--- config.mk ---
export PLATFORM = sky130hd
export DESIGN_NAME = irq_arb_top
export DESIGN_NICKNAME = d
export VERILOG_FILES = /design/src/rtl/irq_arb_pkg.sv /design/src/rtl/irq_pend_bank.sv /design/src/rtl/irq_prio_pick.sv /design/src/rtl/irq_grant_ctl.sv /design/src/rtl/irq_wake_det.sv /design/src/rtl/irq_arb_top.sv
export SDC_FILE = /design/constraint.sdc
export NUM_CORES = 1
export LEC_CHECK = 0
export ABC_AREA = 1
export BUFFER_PORTS_ARGS = -buffer_cell sky130_fd_sc_hd__clkbuf_2
export CAP_MARGIN = 20
export CELL_PAD_IN_SITES_DETAIL_PLACEMENT = 1
export CELL_PAD_IN_SITES_GLOBAL_PLACEMENT = 2
export CORE_MARGIN = 1.5
export CORE_UTILIZATION = 26
export DETAILED_ROUTE_END_ITERATION = 8
export GPL_TIMING_DRIVEN = 0
export PLACE_DENSITY = 0.69
export SYNTH_ARGS = -nofsm -noshare
export SYNTH_HDL_FRONTEND = slang
export SYNTH_SLANG_ARGS = --single-unit
export TNS_END_PERCENT = 30
--- constraint.sdc ---
create_clock -name clk_i -period 1 [get_ports clk_i]
set_clock_uncertainty 0.1 [all_clocks]
set_input_delay 0.2 -clock clk_i [delete_from_list [all_inputs] [get_ports clk_i]]
set_output_delay 0.2 -clock clk_i [all_outputs]
set_load 0.01 [all_outputs]
--- src/rtl/irq_arb_pkg.sv ---
package irq_arb_pkg;
  // Power state seen by the wake-up logic; deep sleep dominates.
  typedef enum logic [1:0] {
    PWR_RUN  = 2'd0,
    PWR_WAIT = 2'd1,
    PWR_HALT = 2'd2
  } pwr_mode_e;

  function automatic pwr_mode_e decode_pwr(input logic wait_m, input logic halt_m);
    if (halt_m)      return PWR_HALT;
    else if (wait_m) return PWR_WAIT;
    else             return PWR_RUN;
  endfunction
endpackage

--- src/rtl/irq_pend_bank.sv ---
module irq_pend_bank #(
  parameter int N = 8
) (
  input  logic         clk_i,
  input  logic         rst_ni,
  input  logic [N-1:0] set_i,
  input  logic [N-1:0] clr_i,
  output logic [N-1:0] pend_o
);
  logic [N-1:0] pend_q;
  logic [N-1:0] pend_d;

  for (genvar k = 0; k < N; k++) begin : g_bit
    // A new request wins over a clear on the same edge.
    always_comb begin
      pend_d[k] = pend_q[k];
      if (clr_i[k]) pend_d[k] = 1'b0;
      if (set_i[k]) pend_d[k] = 1'b1;
    end

    always_ff @(posedge clk_i or negedge rst_ni) begin
      if (!rst_ni) pend_q[k] <= 1'b0;
      else         pend_q[k] <= pend_d[k];
    end
  end

  assign pend_o = pend_q;

  // every request pulse is visible as pending on the next cycle.
  assert_req_latched_R6: assert property (@(posedge clk_i) disable iff (!rst_ni)
    (|set_i) |=> ((pend_q & $past(set_i)) == $past(set_i)));

  // a bit only drops when cleared by a grant without a fresh request.
  assert_drop_needs_clear_R6: assert property (@(posedge clk_i) disable iff (!rst_ni)
    (|(pend_q & ~clr_i)) |=> ((pend_q & $past(pend_q & ~clr_i)) == $past(pend_q & ~clr_i)));
endmodule

--- src/rtl/irq_prio_pick.sv ---
module irq_prio_pick #(
  parameter int N  = 8,
  parameter int IW = (N > 1) ? $clog2(N) : 1
) (
  input  logic [N-1:0]  pend_i,
  output logic          any_o,
  output logic [IW-1:0] idx_o,
  output logic [N-1:0]  onehot_o
);
  // Walk from the highest index down so the lowest pending index is kept.
  always_comb begin
    idx_o = '0;
    for (int k = N - 1; k >= 0; k--) begin
      if (pend_i[k]) idx_o = IW'(k);
    end
  end

  assign any_o = |pend_i;

  // One-hot of the winner: isolate the lowest set bit.
  assign onehot_o = pend_i & (~pend_i + N'(1));
endmodule

--- src/rtl/irq_grant_ctl.sv ---
module irq_grant_ctl #(
  parameter int N  = 8,
  parameter int IW = (N > 1) ? $clog2(N) : 1,
  parameter int VW = $clog2(N + 1)
) (
  input  logic          clk_i,
  input  logic          rst_ni,
  input  logic          boundary_i,
  input  logic          trap_i,
  input  logic          iret_i,
  input  logic          any_i,
  input  logic [IW-1:0] idx_i,
  input  logic [N-1:0]  onehot_i,
  output logic          take_o,
  output logic [VW-1:0] vec_o,
  output logic          mask_o,
  output logic [N-1:0]  clr_o
);
  localparam logic [VW-1:0] TRAP_VEC = VW'(N);

  logic          trap_q, trap_d;
  logic          mask_q, mask_d;
  logic          take_q, take_d;
  logic [VW-1:0] vec_q,  vec_d;
  logic          vec_en;
  logic          grant_trap, grant_mskb, grant;

  // Grant decision at an instruction boundary.
  always_comb begin
    grant_trap = boundary_i & trap_q;
    grant_mskb = boundary_i & ~trap_q & ~mask_q & any_i;
    grant      = grant_trap | grant_mskb;
  end

  // Next-state logic.
  always_comb begin
    trap_d = trap_q;
    if (grant_trap) trap_d = 1'b0;
    if (trap_i)     trap_d = 1'b1;

    mask_d = mask_q;
    if (iret_i) mask_d = 1'b0;
    if (grant)  mask_d = 1'b1;

    take_d = grant;
    vec_en = grant;
    vec_d  = grant_trap ? TRAP_VEC : VW'(idx_i);

    clr_o  = grant_mskb ? onehot_i : '0;
  end

  // Registers.
  always_ff @(posedge clk_i or negedge rst_ni) begin
    if (!rst_ni) begin
      trap_q <= 1'b0;
      mask_q <= 1'b1;
      take_q <= 1'b0;
    end else begin
      trap_q <= trap_d;
      mask_q <= mask_d;
      take_q <= take_d;
    end
  end

  always_ff @(posedge clk_i or negedge rst_ni) begin
    if (!rst_ni)     vec_q <= '0;
    else if (vec_en) vec_q <= vec_d;
  end

  assign take_o = take_q;
  assign vec_o  = vec_q;
  assign mask_o = mask_q;

  // a maskable grant needs a boundary and a clear mask on the previous edge.
  assert_maskable_gated_R2: assert property (@(posedge clk_i) disable iff (!rst_ni)
    (take_q && vec_q != TRAP_VEC) |-> $past(boundary_i && !mask_q));

  // a taken interrupt always leaves the mask set.
  assert_take_masks_R3: assert property (@(posedge clk_i) disable iff (!rst_ni)
    take_q |-> mask_q);

  // a return without a concurrent grant clears the mask.
  assert_iret_clears_R3: assert property (@(posedge clk_i) disable iff (!rst_ni)
    (iret_i && !grant) |=> !mask_q);

  // a latched trap is taken at the boundary whatever the mask.
  assert_trap_unmasked_R4: assert property (@(posedge clk_i) disable iff (!rst_ni)
    (boundary_i && trap_q) |=> (take_q && vec_q == TRAP_VEC));

  // a maskable index never exceeds the source range.
  assert_vec_range_R9: assert property (@(posedge clk_i) disable iff (!rst_ni)
    take_q |-> (vec_q <= TRAP_VEC));
endmodule

--- src/rtl/irq_wake_det.sv ---
module irq_wake_det #(
  parameter int           N         = 8,
  parameter logic [N-1:0] HALT_MASK = '1
) (
  input  logic         clk_i,
  input  logic         rst_ni,
  input  logic         wait_i,
  input  logic         halt_i,
  input  logic [N-1:0] pend_i,
  output logic         wake_o
);
  import irq_arb_pkg::*;

  pwr_mode_e mode;

  always_comb begin
    mode = decode_pwr(wait_i, halt_i);
    unique case (mode)
      PWR_WAIT: wake_o = |pend_i;
      PWR_HALT: wake_o = |(pend_i & HALT_MASK);
      default:  wake_o = 1'b0;
    endcase
  end

  // in deep sleep, unmarked sources alone never wake the core.
  assert_halt_marked_only_R8: assert property (@(posedge clk_i) disable iff (!rst_ni)
    (halt_i && ((pend_i & HALT_MASK) == '0)) |-> !wake_o);

  // in light sleep, any pending source wakes the core.
  assert_wait_any_R7: assert property (@(posedge clk_i) disable iff (!rst_ni)
    (wait_i && !halt_i && (|pend_i)) |-> wake_o);
endmodule

--- src/rtl/irq_arb_top.sv ---
module irq_arb_top #(
  parameter int               NSRC           = 8,
  parameter logic [NSRC-1:0]  HALT_WAKE_MASK = NSRC'(8'h0F),
  localparam int              IW             = (NSRC > 1) ? $clog2(NSRC) : 1,
  localparam int              VW             = $clog2(NSRC + 1)
) (
  input  logic            clk_i,
  input  logic            rst_ni,
  input  logic [NSRC-1:0] req_i,
  input  logic            trap_i,
  input  logic            boundary_i,
  input  logic            iret_i,
  input  logic            wait_i,
  input  logic            halt_i,
  output logic            take_o,
  output logic [VW-1:0]   vec_o,
  output logic            mask_o,
  output logic            wake_o
);
  // Reset: asserted asynchronously, released after two clock edges.
  logic [1:0] rst_sync_q;
  logic       rst_n;

  always_ff @(posedge clk_i or negedge rst_ni) begin
    if (!rst_ni) rst_sync_q <= 2'b00;
    else         rst_sync_q <= {rst_sync_q[0], 1'b1};
  end
  assign rst_n = rst_sync_q[1];

  logic [NSRC-1:0] pend;
  logic [NSRC-1:0] clr;
  logic [NSRC-1:0] onehot;
  logic            any;
  logic [IW-1:0]   idx;

  irq_pend_bank #(.N(NSRC)) u_pend (
    .clk_i  (clk_i),
    .rst_ni (rst_n),
    .set_i  (req_i),
    .clr_i  (clr),
    .pend_o (pend)
  );

  irq_prio_pick #(.N(NSRC), .IW(IW)) u_pick (
    .pend_i   (pend),
    .any_o    (any),
    .idx_o    (idx),
    .onehot_o (onehot)
  );

  irq_grant_ctl #(.N(NSRC), .IW(IW), .VW(VW)) u_ctl (
    .clk_i      (clk_i),
    .rst_ni     (rst_n),
    .boundary_i (boundary_i),
    .trap_i     (trap_i),
    .iret_i     (iret_i),
    .any_i      (any),
    .idx_i      (idx),
    .onehot_i   (onehot),
    .take_o     (take_o),
    .vec_o      (vec_o),
    .mask_o     (mask_o),
    .clr_o      (clr)
  );

  irq_wake_det #(.N(NSRC), .HALT_MASK(HALT_WAKE_MASK)) u_wake (
    .clk_i  (clk_i),
    .rst_ni (rst_n),
    .wait_i (wait_i),
    .halt_i (halt_i),
    .pend_i (pend),
    .wake_o (wake_o)
  );

  // a maskable grant clears exactly the lowest pending bit.
  assert_lowest_first_R5: assert property (@(posedge clk_i) disable iff (!rst_n)
    $onehot0(clr) && ((clr == '0) || ((pend & (clr - NSRC'(1))) == '0)));
endmodule

# Word level (Yosys, flattened, before mapping)

Index checks and enable logic that the tools add are counted.

Register bits: 17
Bits of input ports: 15
Output and inout port bits: 7
Word-level logic and storage cells: 70

Add/sub/neg operators: 1
Eq/ne operators: 2
Multiplexer cells: 33
Bitwise operators: 9
Reductions and logical operators: 12

Operators by type and width:

| cell                                          | count |
|---|---|
| 2-to-1 mux 3 bit                              | 8 |
| 2-to-1 mux 1 bit                              | 21 |
| nonzero test 2 bit                            | 10 |
| adder 8 x 1 -> 8 bit, second input constant   | 1 |
| bitwise AND 8 bit                             | 1 |
| 2-to-1 mux 8 bit                              | 1 |
| inverter 8 bit                                | 1 |
| OR reduction 8 bit                            | 1 |
| bitwise AND 1 bit                             | 4 |
| 2-to-1 mux 4 bit                              | 1 |
| OR reduction 4 bit                            | 1 |
| == test 2 x 1 -> 1 bit, second input constant | 1 |
| == test 2 bit, second input constant          | 1 |
| 2-to-1 mux 2 bit                              | 1 |
| inverter 1 bit                                | 2 |
| case mux 1 bit (2 select lines)               | 1 |
| bitwise OR 1 bit                              | 1 |

# Longest topological paths before layout

Gate-level depths: netlist (run 1).

Depth after elaboration: 9
Gate-level depth with buffers: 9
Mapped depth without buffers: 9

# Hierarchy

Synthesis (run 1) repeated with hierarchy kept, for this count alone.

Cells, all modules: 137
Area, all modules: 964.7 um^2

By module, submodules not included:

| module        | instances | cells each | area each (um^2) | seq. area each (um^2) |
|---|---|---|---|---|
| irq_grant_ctl | 1         | 44         | 377.9            | 176.4 |
| irq_pend_bank | 1         | 40         | 320.3            | 200.2 |
| irq_prio_pick | 1         | 36         | 158.9            | 0.0 |
| irq_arb_top   | 1         | 3          | 53.8             | 50.0 |
| irq_wake_det  | 1         | 14         | 53.8             | 0.0 |

# Worst setup path before layout (run 1)

No wires, ideal clock.

Path type: reg-to-reg
Start point: register u_ctl.mask_q (netlist: u_ctl.mask_o)
End point: register u_ctl.vec_q[0] (netlist: u_ctl.vec_o[0])
Arrival time: 1.051 ns
Required time: 0.784 ns
Slack: -0.267 ns
Stages on the path, launching flop included: 8
Cells stage by stage: dfstp_2 inv_1 nand3_2 clkinv_1 o21ai_2 nor2_1 nand2_1 nand2_1

Cells in the longest elaborated chain, start to end: 4

Ends and longest elaborated chain:

| item                           | line                | RTL |
|---|---|---|
| from (decl)                    | irq_grant_ctl.sv:22 | `logic mask_q, mask_d;` |
| from (signal assigned)         | irq_grant_ctl.sv:60 | `mask_q <= mask_d;` |
| inverter 1 bit                 | irq_grant_ctl.sv:31 | `grant_mskb = boundary_i & ~trap_q & ~mask_q & any_i;` |
| bitwise AND 1 bit (2 in a row) | irq_grant_ctl.sv:31 |  |
| bitwise OR 1 bit               | irq_grant_ctl.sv:32 | `grant = grant_trap \| grant_mskb;` |
| to (signal assigned)           | irq_grant_ctl.sv:67 | `else if (vec_en) vec_q <= vec_d;` |
| to (decl)                      | irq_grant_ctl.sv:24 | `logic [VW-1:0] vec_q, vec_d;` |

No other way between the ends.
A chain may end at the register's enable or synchronous reset.

# Worst setup path in the final report (run 1)

Start point: register u_pend.pend_q[3] (netlist: u_pend.pend_o[3])
End point: output port wake_o

Cells in the longest elaborated chain, start to end: 2
Elaborated cells between the ends (all ways): 3
Those cells by class: mux (1); reduce/logical (2)

Ends and longest elaborated chain:

| item                                                     | line                                   | RTL |
|---|---|---|
| from (decl)                                              | irq_pend_bank.sv:10                    | `logic [N-1:0] pend_q;` |
| from (signal, indexed assignment)                        | irq_pend_bank.sv:23                    | `else pend_q[k] <= pend_d[k];` |
| OR reduction 8 bit or OR reduction 4 bit (tied branches) | irq_wake_det.sv:19, irq_wake_det.sv:20 |  |
| case mux 1 bit (2 select lines) *                        | irq_wake_det.sv:18                     | `unique case (mode)` |
| to (decl)                                                | irq_arb_top.sv:18                      | `output logic wake_o` |

Every way passes the cells marked *; elsewhere a longest branch is shown, timed or not.

==> flow_summary.toml, run 1 <==
[synth]
syn_area_um2 = 830
syn_area_per_cell_um2 = 8.64
synth_cell_types = 24
syn_inst = 96
ys_ff_latch = 17
syn_nets = 111
yosys_warnings = 0
synth-seq-area-share_pct = 51.4

[timing]
hold_viol_final = 0
fin_crit_ps = 1540
setup_viol = 21
slew_headroom_pct = 57.5
min_period_over_period_pct = 154
final_max_slew_viol_count = 0
fmax_ghz = 0.650
tightest_slew_ps = 637
grt_setup_unrepaired = "true"
setup_slack_ps = -539

[placement]
dpl_worst_slack_ps = -341
place_inst = 161
hpwl_um = 1430
place.gp.congestion = 0.710
place_area_mm2 = 0.00101
numPortBuffers = 21

[clock_network]
cts_buffers = 3
clockRootBuffer = "clkbuf_4"
clkLatencyLatePin_ps = 300
clock_sinks = 17
clk_path_buf_depth = 2
cts.clk_slew.worst_paths_ps = 110
cts_tree = "built"
htree_levels = 1

[power]
vdd_drop_max_v = 0.000526
switchingPower_uw = 336
swShare_pct = 25.9
p_int_uw = 958
power.density_mw_per_mm2 = 1010
power_frac_comb_pct = 12.8
pwr-share-clk_pct = 30.3
pwr-share-seq_pct = 56.9
p_leak_uw = 0.000648

[worst_setup_path]
cp_cell_sequence = "nor2_4, nand2_4, inv_2, o21ai_1, o21a_1, clkbuf_2"
cp-end-kind = "primary output"
path_max_fanout = 2
path_buf_inv = 2
critical-path-top-delay-family = "flip-flops"
worst-path-stages = 6
reg2reg_depth = 9
slowest_delay_ps = 420
worst_setup_path_start_kind = "register"
worstSetupPathType = "reg2out"
crit_arrival_ps = 1240
crit_slowest_cell = "dfrtp_1"
worstPathRequired_ps = 700

[run]
drv_cap = 0

[routing]
detail_route.wl_per_cell_um = 10.3
num_vias = 784
drc = 0
dr.first_iter.drc_count = 17
drt_wl_total_um = 1930
post_drt_via_cell_ratio = 4.17
antenna_left = 0
firstDrtPassIters = 4

[floorplan]
row_count = 20
die_w_um = 59.5
fp.dieArea_mm2 = 0.00354
coreArea_mm2 = 0.00305
ios = 22
die_h_um = 59.5
initial_utilization_pct = 27.2

[grt]
grtUsageMet3_pct = 1.97
grt_pass1_wl_um = 3070
grt_util_met2_pct = 19.9
met1_usage_pct = 14.5
overflow = 0
antenna_found_initial = 0
grtUsageTotal_pct = 12.0
top_usage_layer = "met2"
grt_pass1_vias = 734
grt_max_degree = 16

[cells_and_area]
multi_input_area_um2 = 380
final_cells = 188
drive_gt1_share_pct = 42.4
syn_to_final_growth_pct = 54.3
num_antenna_cells = 0
n_fill_cell = 399
register_area_um2 = 427
finalInstanceArea_mm2 = 0.00128
layout.nets = 160

[outcome]
violations = "setup timing"
outcome = "finished, violations left"

[min_path]
min_path_type = "in2reg"
hold_depth = 2
placed cells by master, fill, tap and decap left out, types with 2 or more instances in the layout:
cell           synthesis  routed
clkbuf_4               0       3
nand2_2                1       2
inv_1                 15      11
nand4_1                2       2
o21ai_1                2       3
buf_4                  0      11
nand3_1                2       2
nor2_2                 2       4
buf_6                  0       2
nor2_4                 3       6
nor2_1                 8       3
inv_2                  2       6
dfrtp_1               16      16
o21bai_1               5       5
dlygate4sd3_1          0      11
nand2_1               26      25
clkbuf_2               0      20
cell families after synthesis:
group                  share of synthesized area, %
AND/OR/NAND/NOR                                30.2
buffers and inverters                          8.14
AO/OA/AOI/OAI                                  9.80
flip-flops                                     51.4
other                                         0.452
power by group through the flow:
stage | logic (uW) | clock network [uW] | registers, uW
final | 166 | 392 | 736
after global placement | 118 | 0 | 750
after global routing | 181 | 441 | 742
after detailed placement | 119 | 0 | 751
after floorplan | 59.3 | 0 | 752
after CTS | 157 | 424 | 739
stage by stage:
step	total power [uW]	hold WS (ps)	TNS (ps)	util, %
2_1_floorplan	811	-196	-1960	-
3_3_place_gp	868	-115	-3510	33.1
3_5_place_dp	871	-113	-3540	33.1
4_1_cts	1320	10.0	-6030	40.0
5_1_grt	1360	10.7	-8230	41.9
6_report	1290	24.8	-6790	41.9
layout make-up:
type	count	area share, %
clock buffer	3	1.76
clock inverter	1	0.587
inverter	18	5.67
multi-input combinational	61	29.7
sequential	17	33.3
tap	44	4.30
timing repair buffer	44	24.6
cell usage after synthesis, drive strengths merged:
| master | instances | area (um^2) |
|---|---|---|
| nand3 | 3 | 20.0 |
| dfstp | 1 | 26.3 |
| a21oi | 1 | 5.00 |
| nand4 | 2 | 12.5 |
| nor2 | 14 | 96.3 |
| or2 | 1 | 6.26 |
| o21a | 1 | 7.51 |
| inv | 17 | 63.8 |
| clkinv | 1 | 3.75 |
| a21o | 1 | 7.51 |
| o21bai | 5 | 37.5 |
| conb | 1 | 3.75 |
| nand2 | 28 | 115 |
| o21ai | 4 | 23.8 |
| dfrtp | 16 | 400 |
routing by layer:
layer	part of all wire, %	wire length, um
met1	45	867
met2	51	987
met3	3.0	58
met4	0.88	17
met5	0	0
worst reg2reg max path, stage by stage, from the launching register on:
cell,delay (ps)
dfrtp_1,420
nor2_4,150
nand2_4,60
buf_4,130
buf_6,120
nor2_4,110
nor2_4,70
nor2_8,120
nand2_1,60
nand2_1,70
path summary, 6_finish.rpt:
| check | start | endpoint | slack [ps] |
|---|---|---|---|
| min in group asynchronous | rst_ni | rst_sync_q[0] | 100 |
| worst min-delay path | boundary_i | u_ctl.trap_q | 20 |
| worst max-delay path | u_pend.pend_o[3] | wake_o | -540 |
| worst max register to register | u_pend.pend_o[3] | u_ctl.vec_o[1] | -460 |
| max in group asynchronous | rst_sync_q[1] | u_pend.pend_o[5] | 210 |
| worst min register to register | rst_sync_q[1] | u_ctl.vec_o[0] | 170 |
state kept, by name, summed over array words and instances, names as in the netlist:
signal         flops
u_ctl.mask_o       1
u_ctl.vec_o        4
u_pend.pend_o      8
u_ctl.trap_q       1
rst_sync_q         2
u_ctl.take_o       1
timing repair:
item / CTS / global route
setup endpoints to repair: 21 / 21
buffers inserted: 8 / 4
hold buffers: 11 / 0
endpoints found under the hold margin: 12 / 0
resized for setup: 5 / 10
pin swaps: 5 / 7
Note: power is estimated with default switching activity, not from simulation.
==> run 2, diff against run 1 <==
- BUFFER_PORTS_ARGS: -buffer_cell sky130_fd_sc_hd__clkbuf_2 -> -buffer_cell sky130_fd_sc_hd__buf_2
- GPL_TIMING_DRIVEN: 0 -> default
==> run 2 against run 1 <==
The run still ends with setup timing left. Via count increased by 4.8%. Worst hold slack improved by 35 ps. Critical path depth unchanged. Critical path type unchanged. Critical endpoint unchanged. Largest cell class is now non-clock buffers. Largest power group unchanged.
==> flow_summary.toml, run 2 (same netlist as run 1, synthesis figures left out) <==
[timing]
fmax_ghz = 0.637
min_period_over_period_pct = 157
setup_viol = 21
final_max_slew_viol_count = 0
fin_crit_ps = 1570
setup_slack_ps = -571
grt_setup_unrepaired = "true"
hold_viol_final = 0

[floorplan]
die_w_um = 59.5
fp.dieArea_mm2 = 0.00354
coreArea_mm2 = 0.00305
ios = 22
die_h_um = 59.5
initial_utilization_pct = 27.2
row_count = 20

[routing]
top_layer = "met4"
post_drt_via_cell_ratio = 4.07
drc = 0
met2_length_um = 1120
dr.first_iter.drc_count = 16
detail_route.wl_per_cell_um = 11.0
firstDrtPassIters = 4
met1_length_um = 977
wl_met3_um = 71
drt_wl_total_um = 2220
antenna_left = 0
num_vias = 822

[grt]
grtUsageTotal_pct = 13.9
antenna_found_initial = 0
grt_pass1_vias = 827
overflow = 0
grt_pass1_wl_um = 3550
grt_max_degree = 10

[placement]
hpwl_um = 1660
dpl_worst_slack_ps = -322
place_inst = 179
numPortBuffers = 21
place.gp.congestion = 0.729

[worst_setup_path]
cp-end-kind = "primary output"
path_max_fanout = 2
critical-path-top-delay-family = "flip-flops"
cp_cell_sequence = "nor2_4, nand2_2, inv_2, o21ai_1, o21a_1, buf_2"
path_buf_inv = 2
crit_slowest_cell = "dfrtp_1"
worstSetupPathType = "reg2out"
crit_arrival_ps = 1270
worst_setup_path_start_kind = "register"
slowest_delay_ps = 440
worstPathRequired_ps = 700

[power]
swShare_pct = 24.5
p_leak_uw = 0.000726
power.density_mw_per_mm2 = 927
pwr-share-clk_pct = 28.8
pwr-share-seq_pct = 56.0
p_int_uw = 978
power_frac_comb_pct = 15.2
vdd_drop_max_v = 0.000804
switchingPower_uw = 318

[cells_and_area]
final_cells = 202
layout_commonest_cell = "nand2_1"
num_antenna_cells = 0
drive_gt1_share_pct = 47.5
utilization_pct = 45.8
largest_register_ffs = 8
n_fill_cell = 384
syn_to_final_growth_pct = 68.5
layout.nets = 174
mostFrequentLayoutCells = "nand2_1, buf_4, buf_2, dfrtp_1"

[clock_network]
htree_levels = 1
cts.clk_slew.worst_paths_ps = 110
clockRootBuffer = "clkbuf_4"
cts_tree = "built"
clkLatencyLatePin_ps = 290
clk_path_buf_depth = 2
cts_buffers = 3
clock_sinks = 17

[min_path]
min_path_type = "reg2async"

[run]
drv_cap = 0

[outcome]
violations = "setup timing"
outcome = "finished, violations left"
==> run 2: final timing paths <==
path	slack, ps	to	startpoint	cells past startpoint
worst max-delay path	-570	wake_o	u_pend.pend_o[4]	6
worst min-delay path	60	u_pend.pend_o[5]	rst_sync_q[1]	1
worst max register to register	-390	u_pend.pend_o[0]	u_pend.pend_o[4]	7
worst min register to register	60	u_pend.pend_o[5]	rst_sync_q[1]	1
max in group asynchronous	520	u_ctl.mask_o	rst_sync_q[1]	1
min in group clk_i	130	u_ctl.trap_q	boundary_i	3
==> run 2: per-stage QoR <==
step           total power [uW]  TNS (ps)  hold WS (ps)  cell area [um^2]
2_1_floorplan               811     -1960          -196               850
3_5_place_dp                893     -3520          -112              1140
4_1_cts                    1310     -5860          4.68              1340
5_1_grt                    1370     -7130          90.1              1400
6_report                   1300     -5910          59.4              1400
3_3_place_gp                889     -3130          -114              1140
==> run 2: worst reg2reg max path: stages (launching register included) <==
cell	delay, ps
dfrtp_1	440
nor2_4	150
nand2_2	70
buf_4	160
nor2_4	90
nor2_4	60
buf_4	140
o21bai_1	110
==> run 2: final cells by class <==
| class | instances | area (um^2) | share of cell area, % |
|---|---|---|---|
| sequential | 17 | 427 | 30.5 |
| tap | 44 | 55.1 | 3.94 |
| timing repair buffer | 58 | 432 | 30.9 |
| inverter | 18 | 72.6 | 5.19 |
| multi-input combinational | 61 | 385 | 27.6 |
| clock buffer | 4 | 26.3 | 1.88 |
==> run 2: timing repair <==
action,4_1_cts,5_1_grt
endpoints found under the setup margin,21,21
buffers inserted,6,3
pin swaps,8,2
endpoints found under the hold margin,10,2
hold buffers,9,2
resized for setup,11,6
==> run 2: power groups by stage <==
stage / combinational [uW] / clock [uW] / sequential [uW]
floorplan: 59.3 / 0 / 752
global placement: 151 / 0 / 737
detailed placement: 155 / 0 / 739
CTS: 191 / 394 / 727
global route: 216 / 430 / 729
finish: 197 / 373 / 726
==> run 2: per-layer routing <==
metal	up-vias	GRT usage, %
li1	416	-
met1	386	16.3
met2	16	23.4
met3	4	3.93
met4	0	6.17
met5	-	0
